`config.mk`:
```
export PLATFORM = sky130hd
export DESIGN_NAME = pdc_top
export DESIGN_NICKNAME = d
export VERILOG_FILES = /design/src/rtl/pdc_pkg.sv /design/src/rtl/pdc_switch.sv /design/src/rtl/pdc_idle_port.sv /design/src/rtl/pdc_top.sv
export SDC_FILE = /design/constraint.sdc
export NUM_CORES = 1
export LEC_CHECK = 0
export BUFFER_PORTS_ARGS = -buffer_cell sky130_fd_sc_hd__buf_4
export CORE_AREA = 2 2 137 139
export CTS_CLUSTER_SIZE = 24
export DETAILED_ROUTE_END_ITERATION = 10
export DIE_AREA = 0 0 139 141
export PLACE_DENSITY_LB_ADDON = 0.25
export SLEW_MARGIN = 0
export SYNTH_ARGS = -nofsm -noshare
export SYNTH_HDL_FRONTEND = slang
export SYNTH_SLANG_ARGS = --single-unit
```
`constraint.sdc`:
```
create_clock -name clk -period 3.3 [get_ports clk]
set_clock_uncertainty 0.05 [all_clocks]
set_input_delay 0.66 -clock clk [delete_from_list [all_inputs] [get_ports clk]]
set_output_delay 0.66 -clock clk [all_outputs]
set_load 0.02 [all_outputs]
```
`src/rtl/pdc_pkg.sv`:
```
package pdc_pkg;
   localparam int NUM_DOM = 4;
   localparam int NUM_GRP = 2;
   localparam int HS_SHIFT = 16;

   localparam int OFS_PWR  = 'h08;
   localparam int OFS_STAT = 'h0C;
   localparam int OFS_REQ  = 'h10;
   localparam int OFS_HS   = 'h14;

   // island -> bit in power word
   function automatic int pwr_pos(input int d);
      case (d)
         0: return 7;
         1: return 14;
         2: return 8;
         default: return 9;
      endcase
   endfunction

   // island -> bit in status word
   function automatic int stat_pos(input int d);
      case (d)
         0: return 7;
         1: return 10;
         2: return 8;
         default: return 9;
      endcase
   endfunction

   // island -> bit in request word (and idle flag)
   function automatic int req_pos(input int d);
      case (d)
         0: return 4;
         1: return 9;
         2: return 3;
         default: return 2;
      endcase
   endfunction

   // island -> timing group
   function automatic int grp_of(input int d);
      return (d == 3) ? 1 : 0;
   endfunction

   // timing group -> address of its off-count word; on-count is the next word
   function automatic int grp_base(input int g);
      return (g == 0) ? 'h34 : 'h3C;
   endfunction
endpackage

```
`src/rtl/pdc_switch.sv`:
```
module pdc_switch #(
   parameter int CNT_W = 16
) (
   input  logic             clk,
   input  logic             rst_n,
   input  logic             start,
   input  logic             target_off,
   input  logic [CNT_W-1:0] load_val,
   output logic             busy,
   output logic             off_q
);
   logic [CNT_W-1:0] remain;
   logic             tgt_q;

   always_ff @(posedge clk or negedge rst_n) begin
      if (!rst_n) begin
         busy   <= 1'b0;
         off_q  <= 1'b0;
         tgt_q  <= 1'b0;
         remain <= '0;
      end else if (busy) begin
         if (remain == '0) begin
            off_q <= tgt_q;
            busy  <= 1'b0;
         end else begin
            remain <= remain - 1'b1;
         end
      end else if (start) begin
         busy   <= 1'b1;
         tgt_q  <= target_off;
         remain <= load_val;
      end
   end
endmodule

```
`src/rtl/pdc_idle_port.sv`:
```
module pdc_idle_port #(
   parameter int ACK_DLY  = 2,
   parameter int IDLE_DLY = 1
) (
   input  logic clk,
   input  logic rst_n,
   input  logic req,
   output logic ack,
   output logic idle
);
   logic [ACK_DLY-1:0]  ack_line;
   logic [IDLE_DLY-1:0] idle_line;

   always_ff @(posedge clk or negedge rst_n) begin
      if (!rst_n) begin
         ack_line  <= '0;
         idle_line <= '0;
      end else begin
         ack_line  <= ACK_DLY'({ack_line, req});
         idle_line <= IDLE_DLY'({idle_line, ack_line[ACK_DLY-1]});
      end
   end

   assign ack  = ack_line[ACK_DLY-1];
   assign idle = idle_line[IDLE_DLY-1];
endmodule

```
`src/rtl/pdc_top.sv`:
```
module pdc_top import pdc_pkg::*; #(
   parameter int ADDR_W   = 8,
   parameter int DATA_W   = 32,
   parameter int CNT_W    = 16,
   parameter int RST_CNT  = 24,
   parameter int ACK_DLY  = 2,
   parameter int IDLE_DLY = 1
) (
   input  logic              clk,
   input  logic              rst_n,
   input  logic              bus_wr,
   input  logic [ADDR_W-1:0] bus_addr,
   input  logic [DATA_W-1:0] bus_wdata,
   output logic [DATA_W-1:0] bus_rdata,
   output logic [NUM_DOM-1:0] dom_power_on,
   output logic [NUM_DOM-1:0] dom_idle_req
);
   localparam int HS_TOP = HS_SHIFT + 15;

   generate
      if (DATA_W < HS_TOP + 1) begin : g_bad_data
         $error("DATA_W too narrow for the handshake word");
      end
      if (CNT_W < 1 || CNT_W > DATA_W) begin : g_bad_cnt
         $error("CNT_W out of range");
      end
      if (ACK_DLY < 1 || IDLE_DLY < 1) begin : g_bad_dly
         $error("handshake delays must be at least one cycle");
      end
      if (ADDR_W < 7) begin : g_bad_addr
         $error("ADDR_W too narrow for the register map");
      end
   endgenerate

   logic [NUM_DOM-1:0] ctl_q;
   logic [NUM_DOM-1:0] stat_q;
   logic [NUM_DOM-1:0] sw_busy;
   logic [NUM_DOM-1:0] req_q;
   logic [NUM_DOM-1:0] ack_w;
   logic [NUM_DOM-1:0] idle_w;

   logic [CNT_W-1:0] cnt_off [NUM_GRP];
   logic [CNT_W-1:0] cnt_on  [NUM_GRP];

   logic wr_pwr, wr_req;
   assign wr_pwr = bus_wr && (bus_addr == ADDR_W'(OFS_PWR));
   assign wr_req = bus_wr && (bus_addr == ADDR_W'(OFS_REQ));

   // transition count words, one off/on pair per group
   generate
      for (genvar g = 0; g < NUM_GRP; g++) begin : g_grp
         localparam int BASE = grp_base(g);
         always_ff @(posedge clk or negedge rst_n) begin
            if (!rst_n) begin
               cnt_off[g] <= CNT_W'(RST_CNT);
               cnt_on[g]  <= CNT_W'(RST_CNT);
            end else if (bus_wr) begin
               if (bus_addr == ADDR_W'(BASE))
                  cnt_off[g] <= bus_wdata[CNT_W-1:0];
               if (bus_addr == ADDR_W'(BASE + 4))
                  cnt_on[g] <= bus_wdata[CNT_W-1:0];
            end
         end
      end
   endgenerate

   // per-island switch engine and idle port
   generate
      for (genvar d = 0; d < NUM_DOM; d++) begin : g_dom
         localparam int PP = pwr_pos(d);
         localparam int RP = req_pos(d);
         localparam int GP = grp_of(d);

         logic             new_off;
         logic             take;
         logic [CNT_W-1:0] load;

         assign new_off = bus_wdata[PP];
         assign take    = wr_pwr && !sw_busy[d] && (new_off != ctl_q[d]);
         assign load    = new_off ? cnt_off[GP] : cnt_on[GP];

         always_ff @(posedge clk or negedge rst_n) begin
            if (!rst_n) begin
               ctl_q[d] <= 1'b0;
               req_q[d] <= 1'b0;
            end else begin
               if (take)
                  ctl_q[d] <= new_off;
               if (wr_req)
                  req_q[d] <= bus_wdata[RP];
            end
         end

         pdc_switch #(.CNT_W(CNT_W)) u_sw (
            .clk        (clk),
            .rst_n      (rst_n),
            .start      (take),
            .target_off (new_off),
            .load_val   (load),
            .busy       (sw_busy[d]),
            .off_q      (stat_q[d])
         );

         pdc_idle_port #(.ACK_DLY(ACK_DLY), .IDLE_DLY(IDLE_DLY)) u_port (
            .clk   (clk),
            .rst_n (rst_n),
            .req   (req_q[d]),
            .ack   (ack_w[d]),
            .idle  (idle_w[d])
         );
      end
   endgenerate

   // word images and read mux
   logic [DATA_W-1:0] img_pwr, img_stat, img_req, img_hs;

   always_comb begin
      img_pwr  = '0;
      img_stat = '0;
      img_req  = '0;
      img_hs   = '0;
      for (int d = 0; d < NUM_DOM; d++) begin
         img_pwr[pwr_pos(d)]             = ctl_q[d];
         img_stat[stat_pos(d)]           = stat_q[d];
         img_req[req_pos(d)]             = req_q[d];
         img_hs[req_pos(d)]              = idle_w[d];
         img_hs[req_pos(d) + HS_SHIFT]   = ack_w[d];
      end
   end

   always_comb begin
      bus_rdata = '0;
      case (bus_addr)
         ADDR_W'(OFS_PWR):            bus_rdata = img_pwr;
         ADDR_W'(OFS_STAT):           bus_rdata = img_stat;
         ADDR_W'(OFS_REQ):            bus_rdata = img_req;
         ADDR_W'(OFS_HS):             bus_rdata = img_hs;
         ADDR_W'(grp_base(0)):        bus_rdata = DATA_W'(cnt_off[0]);
         ADDR_W'(grp_base(0) + 4):    bus_rdata = DATA_W'(cnt_on[0]);
         ADDR_W'(grp_base(1)):        bus_rdata = DATA_W'(cnt_off[1]);
         ADDR_W'(grp_base(1) + 4):    bus_rdata = DATA_W'(cnt_on[1]);
         default:                     bus_rdata = '0;
      endcase
   end

   assign dom_power_on = ~stat_q;
   assign dom_idle_req = req_q;
endmodule

```
After elaboration in Yosys (flattened, before gate mapping)
Cells that the tools add are included.
{ "word_totals": {"ff_bits": 160, "inputBits": 43, "out_inout_bits": 40, "word_cells": 128} }
{ "op_classes": {"add_sub_neg": 4, "eq_ne": 16, "mux": 29, "bitwise": 5, "reduce_logical": 38} }
{ "op_table": {"columns": ["operator", "n"], "rows": [
  ["two-way mux 16 bit", 16],
  ["one-hot mux 26 bit (8 select lines)", 1],
  ["zero test 16 bit", 4],
  ["subtractor 16 x 1 -> 16 bit, second input constant", 4],
  ["AND reduction 2 bit", 16],
  ["== test 8 x 6 -> 1 bit, second input constant", 3],
  ["== test 8 x 4 -> 1 bit, second input constant", 2],
  ["== test 8 x 5 -> 1 bit, second input constant", 2],
  ["two-way mux 1 bit", 12],
  ["logical AND 1 bit", 10],
  ["== test 8 x 7 -> 1 bit, second input constant", 1],
  ["!= test 2 bit, second input constant", 4],
  ["nonzero test 2 bit", 4],
  ["zero test 1 bit", 4],
  ["!= test 1 bit", 4],
  ["inverter 1 bit", 4],
  ["inverter 4 bit", 1]
]} }

Depth between registers and ports, before layout
Gate-level depths: netlist of run 1.
{ "logic_depth": {"word_depth": 6, "depth_mapped": 10, "ltp_nobuf": 8} }

Cells and area by module
From an unflattened synthesis of run 1, not the netlist that was laid out.
{ "unflattened": {"hier_cells": 894, "area_unflattened_um2": 9590.4} }
{ "modules_own_cells": {"columns": ["mod", "n_inst", "cells_per_inst", "area_per_inst_um2", "seq_area_each_um2"], "rows": [
  ["pdc_switch", 4, 130, 1211.2, 475.5],
  ["pdc_top", 1, 362, 4445.5, 1811.7],
  ["pdc_idle_port", 4, 3, 75.1, 75.1]
]} }

Least setup slack after synthesis of run 1
Ideal clock, no wire load.
{ "synth_path": {"kind": "input-to-output", "from": "in bus_addr[1]", "to": "out bus_rdata[2]", "arrival_ns": 2.100, "required_time_ns": 2.590, "path_slack_ns": 0.490, "stages": 6, "n_path_buf": 2, "path_cell_list": "nor4_1 and4b_1 clkbuf_1 clkbuf_1 a22oi_1 o2111ai_1"} }
{ "synth_via": {"elab_chain_len": 2, "elab_cells_between_ends": 9, "cone_classes": "eq/ne: 8; mux: 1"} }
{ "synth_rtl": {"columns": ["element", "line_no", "rtl"], "rows": [
  ["from (decl)", "pdc_top.sv:12", "input logic [ADDR_W-1:0] bus_addr,"],
  ["== test 8 x 7 -> 1 bit (tied with other cells)", "pdc_top.sv:133", "case (bus_addr)"],
  ["one-hot mux 26 bit (8 select lines) (*)", "pdc_top.sv:133", null],
  ["to (decl)", "pdc_top.sv:14", "output logic [DATA_W-1:0] bus_rdata,"]
]} }
Every way passes the cells marked *; elsewhere a longest branch is shown, timed or not.

Worst setup path in the final report of run 1
{ "layout_path": {"from": "in bus_addr[6]", "to": "out bus_rdata[14]"} }
Same word-level chain as after synthesis.

==> impl_metrics.py, run 1 <==
metrics = {
    "die": {
        "core.rowCount": 50,
        "ioPinCount": 83,
        "die_width_um": 139,
        "floorplan.die.height_um": 141,
        "total_die_area_um2": 19600,
        "core_area_um2": 18300,
        "initial_core_util": 0.491,
    },
    "critical_path": {
        "worstSetupStartpointType": "input pin",
        "cp_data_arrival_time_ns": 2.35,
        "standard_cell_with_the_maximum_stage_delay_on_the_critical_path": "sky130_fd_sc_hd__and3_1",
        "critical_path.n_buffers_inverters": 3,
        "ff2ff_path_depth": 7,
        "end_kind": "output pin",
        "max_stage_delay_ns": 0.46,
        "reg2reg_from": "g_dom[2].u_sw.remain[0]",
        "cp.required_ns": 2.59,
        "worst_path_most_repeated_cell": "sky130_fd_sc_hd__buf_4",
        "timing.critical_path.fanout_max": 9,
        "rr_endpoint": "g_dom[2].u_sw.remain[15]",
        "crit_family": "simple AND/OR/NAND/NOR gates",
        "critical_path_class": "in2out",
        "regToRegSetupSlack_ns": 0.39,
        "ordered_cell_list_for_the_critical_path": "buf_4, and4bb_1, and3_1, buf_4, a22oi_1, nand3_1, buf_4",
    },
    "route": {
        "dr_total_vias": 7183,
        "ant_nets": 0,
        "wl_per_cell_um": 20.7,
        "detailedRoute.firstIterationViolations": 579,
        "vias_per_cell": 6.17,
        "firstDrtPassIters": 6,
        "drt_drc_violations_left": 0,
        "postRouteWirelength_mm": 24.1,
    },
    "clock_network": {
        "cts_hold_repair.buffers": 0,
        "cts_made_buffers": 17,
        "tritoncts": "done",
        "clock_latency_ns": 0.44,
        "path_clk_slew_ns": 0.07,
        "clock-root-buffer": "sky130_fd_sc_hd__clkbuf_16",
        "clkSinkCount": 160,
        "ctsResizeCount": 0,
        "clockBufferDepth": 2,
        "cts_htree_levels": 4,
        "post_cts_buffers": 0,
    },
    "sta": {
        "finalSetupViolCount": 0,
        "slew_headroom": 0.380,
        "worst_max_slew_pin_slew_ns": 0.921,
        "post-route-min-period_ns": 3.06,
        "unrepaired_setup_endpoints_after_global_routing": "false",
        "layout_worst_path_cycle_share": 0.927,
        "report.final.hold_viol_count": 0,
        "final_max_slew_viol_count": 0,
        "achievable-frequency_mhz": 327,
        "fin_tns_setup_ns": 0,
    },
    "place": {
        "placedInstanceArea_um2": 9630,
        "post-dp-hpwl_mm": 16.9,
        "port_buffers": 54,
        "routabilityCongestion": 0.878,
    },
    "logic_synthesis": {
        "yosysTopAreaCellShare": 0.424,
        "fraction_of_synthesis_flops_using_an_asynchronous_set_or_reset_pin": 1.00,
        "synthTopCellsByArea": "sky130_fd_sc_hd__dfrtp_1, sky130_fd_sc_hd__mux2_2, sky130_fd_sc_hd__mux2i_1",
        "number_of_enable_type_register_cells_in_the_synthesized_netlist": 0,
        "synth.avg_cell_area_um2": 10.3,
        "synth-main-ff-cell": "sky130_fd_sc_hd__dfrtp_1",
        "synthesis.area_um2": 8970,
        "ys_types": 74,
        "yosysWarningCount": 0,
        "synth.ff_latch_count": 160,
        "synth_sequential_area_ratio": 0.448,
        "synth_top_cell_by_area": "sky130_fd_sc_hd__dfrtp_1",
        "netlist_instances": 872,
    },
    "power": {
        "total_leakage_power_uw": 0.00457,
        "p_per_area_nw_per_um2": 515,
        "power.ir.vdd_worst_mv": 0.516,
    },
    "final_layout": {
        "mostFrequentLayoutCell": "sky130_fd_sc_hd__dfrtp_1",
        "syn2layout_area_growth_pct": 13.9,
        "final_nets": 964,
        "layout.area.seq_um2": 4010,
        "drive_above_1_share": 0.248,
        "post-route-cell-area_um2": 10200,
        "antennaDiodeCount": 0,
        "top_library_cells_by_usage_in_the_layout_fill_and_taps_aside": "sky130_fd_sc_hd__dfrtp_1, sky130_fd_sc_hd__mux2_2, sky130_fd_sc_hd__buf_4",
        "nFillCells": 1562,
        "multiInputGateArea_um2": 4520,
    },
    "global_routing": {
        "global_route_wire_length_before_repair_mm": 38.1,
        "total_grt_overflow": 0,
        "via_count_of_the_first_global_routing_pass": 6715,
        "gr-usage-all-layers": 0.249,
        "grt_antenna_before_repair": 0,
        "largest_net_degree_at_the_start_of_global_routing": 70,
    },
    "run": {
        "max_cap_viol_count": 0,
    },
    "status": {
        "status": "completed",
    },
    "worst_hold_path": {
        "hp-class": "in2async",
    },
}
==> synth_stat cells, drive strengths merged, types with 11 or more instances <==
| library cell | number |
|---|---|
| o31ai | 11 |
| nand2 | 78 |
| o22ai | 13 |
| nor2 | 40 |
| o21ai | 29 |
| clkbuf | 48 |
| nor2b | 13 |
| dfrtp | 152 |
| a211oi | 15 |
| a222oi | 17 |
| inv | 32 |
| buf | 23 |
| nor4 | 16 |
| mux2i | 51 |
| nor3 | 32 |
| nand3 | 22 |
| a21oi | 17 |
| xnor2 | 20 |
| a221oi | 12 |
| mux2 | 86 |
==> layout make-up <==
class                           count  share of cell area
Multi-Input combinational cell    619               0.443
Sequential cell                   160               0.393
Timing Repair Buffer               86              0.0660
Clock buffer                       17              0.0417
Tap cell                          234              0.0287
Clock inverter                     15              0.0153
Inverter                           33              0.0124
==> layer usage <==
layer,wire length (um),vias up,GRT usage,part of all wire
met3,1470,31,0.0476,0.061
met5,0,-,0,0
met2,11000,218,0.383,0.46
met4,362,0,0.0696,0.015
met1,11300,3611,0.362,0.47
li1,-,3323,-,-
==> through the flow <==
step,hold slack [ns],setup slack [ns],power (uW),util,std cells
floorplan,0.281,0.490,3040,-,883
global placement,0.283,0.204,3270,0.527,1132
detailed placement,0.285,0.201,3310,0.527,1132
CTS,0.206,0.263,5270,0.559,1164
global route,0.230,0.183,5510,0.559,1164
finish,0.170,0.239,5260,0.559,1164
==> worst max path at each step <==
stage / startpoint / endpoint / slack [ns] / cells after the start
after CTS: bus_addr[6] / bus_rdata[14] / 0.26 / 7
after detailed placement: bus_addr[2] / g_dom[3].u_sw.remain[4] / 0.20 / 8
after floorplan: bus_addr[1] / bus_rdata[2] / 0.49 / 6
final: bus_addr[6] / bus_rdata[14] / 0.24 / 7
after global routing: bus_addr[6] / bus_rdata[6] / 0.18 / 7
after global placement: bus_addr[2] / g_dom[3].u_sw.remain[4] / 0.20 / 8
==> cells by family after synthesis <==
logic type      count (synthesis)  share of synthesized area
compound gates                176                      0.149
xor+xnor                       29                     0.0283
fa+ha+maj                       4                    0.00558
buf+inv                       104                     0.0525
flops                         160                      0.448
mux                           137                      0.165
other cells                     1                   0.000418
simple gates                  261                      0.152
==> registers in the layout, indices dropped and copies added, names as in the netlist <==
register	cells
g_dom.u_sw.remain	64
cnt_off	32
cnt_on	32
g_dom.u_port.ack_line	8
ctl_q	4
dom_idle_req	4
g_dom.u_port.idle	4
g_dom.u_sw.busy	4
g_dom.u_sw.off_q	4
g_dom.u_sw.tgt_q	4
==> report_power, final <==
part | internal (uW) | switching, uW | total (uW)
clock | 1020 | 960 | 1980
combinational | 392 | 411 | 804
sequential | 2190 | 289 | 2480
Note: power is estimated with default switching activity, not from simulation.
==> inputs of run 2 (changes only) <==
Settings changed: ABC_AREA set to 1, CORE_AREA 2 2 137 139 to 2 2 142 144, DIE_AREA 0 0 139 141 to 0 0 144 146, RECOVER_POWER set to 25.
==> run 2 against run 1 <==
Effect of this change:
- highest routed layer unchanged
- routed wire length is 10% higher
- largest cell class unchanged
- critical path depth is 2 higher
- sequential share of layout area is 1.7 points lower
- design area is 4.4% higher
- total power is 3.2% lower
- register-to-register slack better by 0.70 ns
- largest power group unchanged
==> impl_metrics.py, run 2 <==
metrics = {
    "sta": {
        "unrepaired_setup_endpoints_after_global_routing": "false",
        "report.final.hold_viol_count": 0,
        "finalSetupViolCount": 0,
        "final_max_slew_viol_count": 0,
        "achievable-frequency_mhz": 349,
        "layout_worst_path_cycle_share": 0.868,
        "slew_headroom": 0.0520,
        "fin_tns_setup_ns": 0,
        "worst_max_slew_pin_slew_ns": 1.42,
        "post-route-min-period_ns": 2.87,
    },
    "route": {
        "drt_drc_violations_left": 0,
        "postRouteWirelength_mm": 26.6,
        "wl_per_cell_um": 16.0,
        "dr_total_vias": 8947,
        "met3_wirelength_mm": 1.87,
        "detailedRoute.firstIterationViolations": 799,
        "firstDrtPassIters": 6,
        "highest_layer": "met4",
        "wl_met1_mm": 12.2,
        "wl_met2_mm": 12.1,
        "vias_per_cell": 5.37,
        "ant_nets": 0,
    },
    "die": {
        "total_die_area_um2": 21000,
        "ioPinCount": 83,
        "die_width_um": 144,
        "floorplan.die.height_um": 146,
        "initial_core_util": 0.495,
        "core_area_um2": 19300,
        "core.rowCount": 51,
    },
    "run": {
        "max_cap_viol_count": 0,
    },
    "global_routing": {
        "via_count_of_the_first_global_routing_pass": 8215,
        "gr-usage-all-layers": 0.264,
        "global_route_wire_length_before_repair_mm": 43.4,
        "largest_net_degree_at_the_start_of_global_routing": 62,
        "grt_antenna_before_repair": 0,
        "total_grt_overflow": 0,
    },
    "place": {
        "placedInstanceArea_um2": 10100,
        "routabilityCongestion": 0.856,
        "port_buffers": 54,
        "post-dp-hpwl_mm": 18.7,
    },
    "logic_synthesis": {
        "ys_types": 44,
        "synth_sequential_area_ratio": 0.420,
        "synthTopCellsByArea": "sky130_fd_sc_hd__dfrtp_1, sky130_fd_sc_hd__nand2_1, sky130_fd_sc_hd__o21ai_0",
        "fraction_of_synthesis_flops_using_an_asynchronous_set_or_reset_pin": 1.00,
        "yosysWarningCount": 0,
        "synth-main-ff-cell": "sky130_fd_sc_hd__dfrtp_1",
        "synthesis.area_um2": 9570,
        "yosys.cell_count.top_type": "sky130_fd_sc_hd__nand2_1",
        "synth.ff_latch_count": 160,
        "yosysTopAreaCellShare": 0.398,
        "number_of_enable_type_register_cells_in_the_synthesized_netlist": 0,
        "top_cell_types_by_occurrence_after_synthesis": "sky130_fd_sc_hd__nand2_1, sky130_fd_sc_hd__o21ai_0, sky130_fd_sc_hd__dfrtp_1",
        "synth.avg_cell_area_um2": 7.04,
        "netlist_instances": 1360,
        "synth_top_cell_by_area": "sky130_fd_sc_hd__dfrtp_1",
    },
    "final_layout": {
        "antennaDiodeCount": 0,
        "largest_register_ffs": 64,
        "nFillCells": 1896,
        "drive_above_1_share": 0.109,
        "post-route-util": 0.552,
        "post-route-cell-area_um2": 10700,
        "layout.area.seq_um2": 4010,
        "top_library_cells_by_usage_in_the_layout_fill_and_taps_aside": "sky130_fd_sc_hd__nand2_1, sky130_fd_sc_hd__o21ai_0, sky130_fd_sc_hd__dfrtp_1",
        "reg_top3": "g_dom.u_sw.remain (64), cnt_off (32), cnt_on (32)",
        "top_register": "g_dom.u_sw.remain",
        "multiInputGateArea_um2": 4780,
        "syn2layout_area_growth_pct": 11.5,
        "final_nets": 1435,
        "mostFrequentLayoutCell": "sky130_fd_sc_hd__nand2_1",
    },
    "clock_network": {
        "post_cts_buffers": 0,
        "clock-root-buffer": "sky130_fd_sc_hd__clkbuf_16",
        "clockBufferDepth": 2,
        "clkSinkCount": 160,
        "path_clk_slew_ns": 0.08,
        "clock_latency_ns": 0.44,
        "ctsResizeCount": 0,
        "cts_htree_levels": 4,
        "cts_made_buffers": 17,
        "cts_hold_repair.buffers": 0,
        "tritoncts": "done",
    },
    "power": {
        "switching_share": 0.329,
        "pwr-share-seq": 0.453,
        "total_leakage_power_uw": 0.00529,
        "part_of_the_power_in_combinational_logic": 0.148,
        "clkPwrFrac": 0.400,
        "cellInternalPower_uw": 3420,
        "p_per_area_nw_per_um2": 477,
        "power_switching_uw": 1680,
        "power.ir.vdd_worst_mv": 0.355,
    },
    "critical_path": {
        "critical_path_class": "in2out",
        "max_stage_delay_ns": 0.29,
        "cp.required_ns": 2.59,
        "ordered_cell_list_for_the_critical_path": "buf_4, nor2_4, nand2_1, nor2_1, nand2_1, o21ai_0, nor2_1, nand2_1, buf_4",
        "standard_cell_with_the_maximum_stage_delay_on_the_critical_path": "sky130_fd_sc_hd__nor2_1",
        "worst_path_most_repeated_cell": "sky130_fd_sc_hd__nand2_1",
        "end_kind": "output pin",
        "worstSetupStartpointType": "input pin",
        "cp_data_arrival_time_ns": 2.16,
        "timing.critical_path.fanout_max": 4,
    },
    "worst_hold_path": {
        "hp-class": "reg2reg",
    },
    "status": {
        "status": "completed",
    },
}
## run 2: cell families (layout without fill, tap and decap cells)
family / Yosys count / after routing / share of synthesized area
other: 1 / 12 / 0.000392
flip-flops: 160 / 160 / 0.420
buffers and inverters: 180 / 210 / 0.0857
adder cells (fa/ha/maj): 4 / 4 / 0.00523
XOR/XNOR: 12 / 12 / 0.0110
AND/OR/NAND/NOR: 751 / 751 / 0.335
AO/OA/AOI/OAI: 247 / 247 / 0.138
multiplexers: 5 / 5 / 0.00523
## run 2: layer usage
layer  vias to the layer above  global-route usage
met5                         -                   0
met4                         0              0.0642
met3                        25              0.0454
met2                       311               0.401
met1                      4209               0.392
li1                       4402                   -
## run 2: final timing paths
kind                       slack [ns]                     endpoint                   startpoint  depth (start not counted)
hold reg to reg                  0.30  g_dom[2].u_port.ack_line[1]  g_dom[2].u_port.ack_line[0]                          0
hold / removal                   0.30  g_dom[2].u_port.ack_line[1]  g_dom[2].u_port.ack_line[0]                          0
setup reg to reg                 1.09      g_dom[3].u_sw.remain[7]      g_dom[3].u_sw.remain[0]                         10
max in group asynchronous        1.61                   cnt_off[4]                        rst_n                          2
min in group asynchronous        0.49           g_dom[3].u_sw.busy                        rst_n                          1
setup / recovery                 0.43                 bus_rdata[9]                  bus_addr[1]                          9
## run 2: power groups by stage
stage	Combinational (uW)	Sequential, uW	Clock, uW
6_report	751	2300	2040
5_1_grt	870	2330	2140
4_1_cts	753	2300	2050
3_5_place_dp	752	2330	0
2_1_floorplan	573	2290	0
3_3_place_gp	731	2330	0
## run 2: critical path, delay by kind of cell
family                 cells  cell delay (ns)
AND/OR/NAND/NOR            6             0.94
buffers and inverters      2             0.27
AO/OA/AOI/OAI              1             0.28
## run 2: area by class of cell
cell class	count	area share
Clock inverter	15	0.0174
Clock buffer	17	0.0399
Inverter	110	0.0387
Timing Repair Buffer	68	0.0488
Tap cell	265	0.0311
Multi-Input combinational cell	1031	0.448
Sequential cell	160	0.376
## run 2: metrics by stage
stage / power [uW] / hold WS, ns / cells / setup slack, ns
global placement: 3060 / 0.282 / 1634 / 0.495
CTS: 5110 / 0.138 / 1666 / 0.412
floorplan: 2860 / 0.281 / 1371 / 0.868
detailed placement: 3080 / 0.287 / 1634 / 0.463
global route: 5340 / 0.311 / 1666 / 0.245
finish: 5090 / 0.302 / 1666 / 0.435
==> inputs of run 3 (changes only) <==
Settings changed: ABC_AREA 1 to not set, CORE_AREA 2 2 142 144 to 2 2 137 139, DIE_AREA 0 0 144 146 to 0 0 139 141.
==> run 3 against run 2 <==
Effect of this change:
- utilization grew 0.67 points
- routed wire length shrank 9.4%
- sequential share of layout area grew 1.7 points
- die area shrank 6.8%
- cell count shrank 30%
- critical path depth shrank 2
- the run now ends with capacitance limit, slew limit left
- largest cell class unchanged
- maximum frequency shrank 6.6%
- non-clock buffer count grew 18
- highest routed layer unchanged
==> impl_metrics.py, run 3 (synthesis gave the netlist of run 1 again) <==
metrics = {
    "critical_path": {
        "max_stage_delay_ns": 0.47,
        "timing.critical_path.to": "bus_rdata[14]",
        "rr_endpoint": "g_dom[2].u_sw.remain[15]",
        "critical_path.n_buffers_inverters": 3,
        "worstSetupStartpointType": "input pin",
        "ff2ff_path_depth": 7,
        "ordered_cell_list_for_the_critical_path": "buf_4, and4bb_1, and3_1, buf_4, a22oi_1, nand3_1, buf_4",
        "standard_cell_with_the_maximum_stage_delay_on_the_critical_path": "sky130_fd_sc_hd__and3_1",
        "timing.critical_path.fanout_max": 9,
        "critical_path_depth": 7,
        "cp.required_ns": 2.59,
        "critical_path_class": "in2out",
        "worst_path_most_repeated_cell": "sky130_fd_sc_hd__buf_4",
        "end_kind": "output pin",
        "crit_family": "simple AND/OR/NAND/NOR gates",
        "crit_path_start": "bus_addr[6]",
        "reg2reg_from": "g_dom[2].u_sw.remain[0]",
        "regToRegSetupSlack_ns": 0.39,
        "cp_data_arrival_time_ns": 2.36,
    },
    "sta": {
        "post-route-min-period_ns": 3.07,
        "finalSetupViolCount": 0,
        "unrepaired_setup_endpoints_after_global_routing": "false",
        "report.final.hold_viol_count": 0,
        "slew_headroom": -0.214,
        "setup_slack_ns": 0.230,
        "layout_worst_path_cycle_share": 0.930,
        "worst_max_slew_pin_slew_ns": 1.82,
        "final_max_slew_viol_count": 69,
        "fin_tns_setup_ns": 0,
        "achievable-frequency_mhz": 326,
    },
    "die": {
        "ioPinCount": 83,
        "initial_core_util": 0.491,
        "die_width_um": 139,
        "total_die_area_um2": 19600,
        "core.rowCount": 50,
        "core_area_um2": 18300,
        "floorplan.die.height_um": 141,
    },
    "status": {
        "status": "finished, violations left",
        "failed_checks": "capacitance limit, slew limit",
    },
    "route": {
        "ant_nets": 0,
        "firstDrtPassIters": 5,
        "vias_per_cell": 6.15,
        "drt_drc_violations_left": 0,
        "wl_per_cell_um": 20.7,
        "postRouteWirelength_mm": 24.1,
        "dr_total_vias": 7161,
        "detailedRoute.firstIterationViolations": 576,
    },
    "clock_network": {
        "clockBufferDepth": 2,
        "ctsResizeCount": 0,
        "clock_latency_ns": 0.44,
        "post_cts_buffers": 0,
        "clock-root-buffer": "sky130_fd_sc_hd__clkbuf_16",
        "cts_hold_repair.buffers": 0,
        "path_clk_slew_ns": 0.07,
        "tritoncts": "done",
        "cts_htree_levels": 4,
        "clkSinkCount": 160,
        "cts_made_buffers": 17,
    },
    "global_routing": {
        "largest_net_degree_at_the_start_of_global_routing": 70,
        "global_route_wire_length_before_repair_mm": 38.1,
        "total_grt_overflow": 0,
        "gr-usage-all-layers": 0.249,
        "grt_antenna_before_repair": 0,
        "via_count_of_the_first_global_routing_pass": 6715,
    },
    "final_layout": {
        "top_register": "g_dom.u_sw.remain",
        "largest_register_ffs": 64,
        "antennaDiodeCount": 0,
        "nFillCells": 1565,
        "drive_above_1_share": 0.246,
        "syn2layout_area_growth_pct": 13.7,
        "final_nets": 964,
        "reg_top3": "g_dom.u_sw.remain (64), cnt_off (32), cnt_on (32)",
        "mostFrequentLayoutCell": "sky130_fd_sc_hd__dfrtp_1",
        "top_library_cells_by_usage_in_the_layout_fill_and_taps_aside": "sky130_fd_sc_hd__dfrtp_1, sky130_fd_sc_hd__mux2_2, sky130_fd_sc_hd__buf_4",
    },
    "worst_hold_path": {
        "hold_path.startpoint": "g_dom[2].u_port.ack_line[0]",
        "hp-class": "reg2reg",
    },
    "place": {
        "routabilityCongestion": 0.878,
        "port_buffers": 54,
        "detailedPlace.worstSlack_ns": 0.201,
        "post-dp-hpwl_mm": 16.9,
    },
    "run": {
        "max_cap_viol_count": 1,
    },
    "power": {
        "power.ir.vdd_worst_mv": 0.515,
        "total_leakage_power_uw": 0.00456,
        "p_per_area_nw_per_um2": 516,
    },
}
[run 3: cell count changes in the layout (fill, tap and decap cells not counted), moves of 15 or more]
cell,delta
sky130_fd_sc_hd__nand3_1,-60
sky130_fd_sc_hd__nand2_1,-413
sky130_fd_sc_hd__a222oi_1,+17
sky130_fd_sc_hd__mux2_2,+86
sky130_fd_sc_hd__o21ai_0,-141
sky130_fd_sc_hd__nor3_1,+25
sky130_fd_sc_hd__mux2i_1,+46
sky130_fd_sc_hd__o21ai_2,-16
sky130_fd_sc_hd__nor2_1,-88
sky130_fd_sc_hd__buf_4,+15
sky130_fd_sc_hd__xnor2_1,+19
sky130_fd_sc_hd__inv_1,-76
sky130_fd_sc_hd__a21oi_1,-30
[run 3: metal layers]
layer,vias up,global-route usage,wire length (um)
li1,3322,-,-
met1,3585,0.362,11300
met2,225,0.383,11000
met3,29,0.0476,1470
met4,0,0.0696,340
met5,-,0,0
[run 3: where the power goes]
| group | switching, uW | total (uW) | internal (uW) |
|---|---|---|---|
| Clock | 961 | 1980 | 1020 |
| Sequential | 289 | 2480 | 2190 |
| Combinational | 411 | 802 | 391 |
[run 3: final cells by class]
cell class / instances / area, um2 / area share
Sequential cell: 160 / 4010 / 0.394
Inverter: 33 / 126 / 0.0124
Tap cell: 234 / 293 / 0.0287
Clock inverter: 15 / 156 / 0.0153
Multi-Input combinational cell: 619 / 4520 / 0.444
Clock buffer: 17 / 425 / 0.0417
Timing Repair Buffer: 86 / 661 / 0.0648
[run 3: worst reg2reg max path: cells and delay by family, from the launching register on]
kind                       cells  cell delay (ns)
and+or+nand+nor                2             1.30
AOI/OAI and AO/OA              3             0.72
DFF                            1             0.39
adders and majority gates      1             0.21
buffers and inverters          1             0.09
[run 3: how the worst min path moves through the flow]
stage,end,slack (ns),depth (start not counted)
CTS,g_dom[2].u_sw.remain[1],0.21,1
detailed placement,g_dom[2].u_port.ack_line[1],0.28,0
global placement,g_dom[2].u_port.ack_line[1],0.28,0
global route,g_dom[1].u_port.ack_line[1],0.30,0
floorplan,g_dom[0].u_port.ack_line[1],0.28,0
finish,g_dom[2].u_port.ack_line[1],0.30,0
[run 3: stage by stage]
step           hold WS (ns)   util  instances  instance area, um2  power [uW]
2_1_floorplan         0.281      -        883                9010        3040
4_1_cts               0.206  0.559       1164               10200        5270
5_1_grt               0.305  0.558       1164               10200        5510
3_3_place_gp          0.283  0.527       1132                9630        3270
3_5_place_dp          0.285  0.527       1132                9630        3310
6_report              0.301  0.558       1164               10200        5260
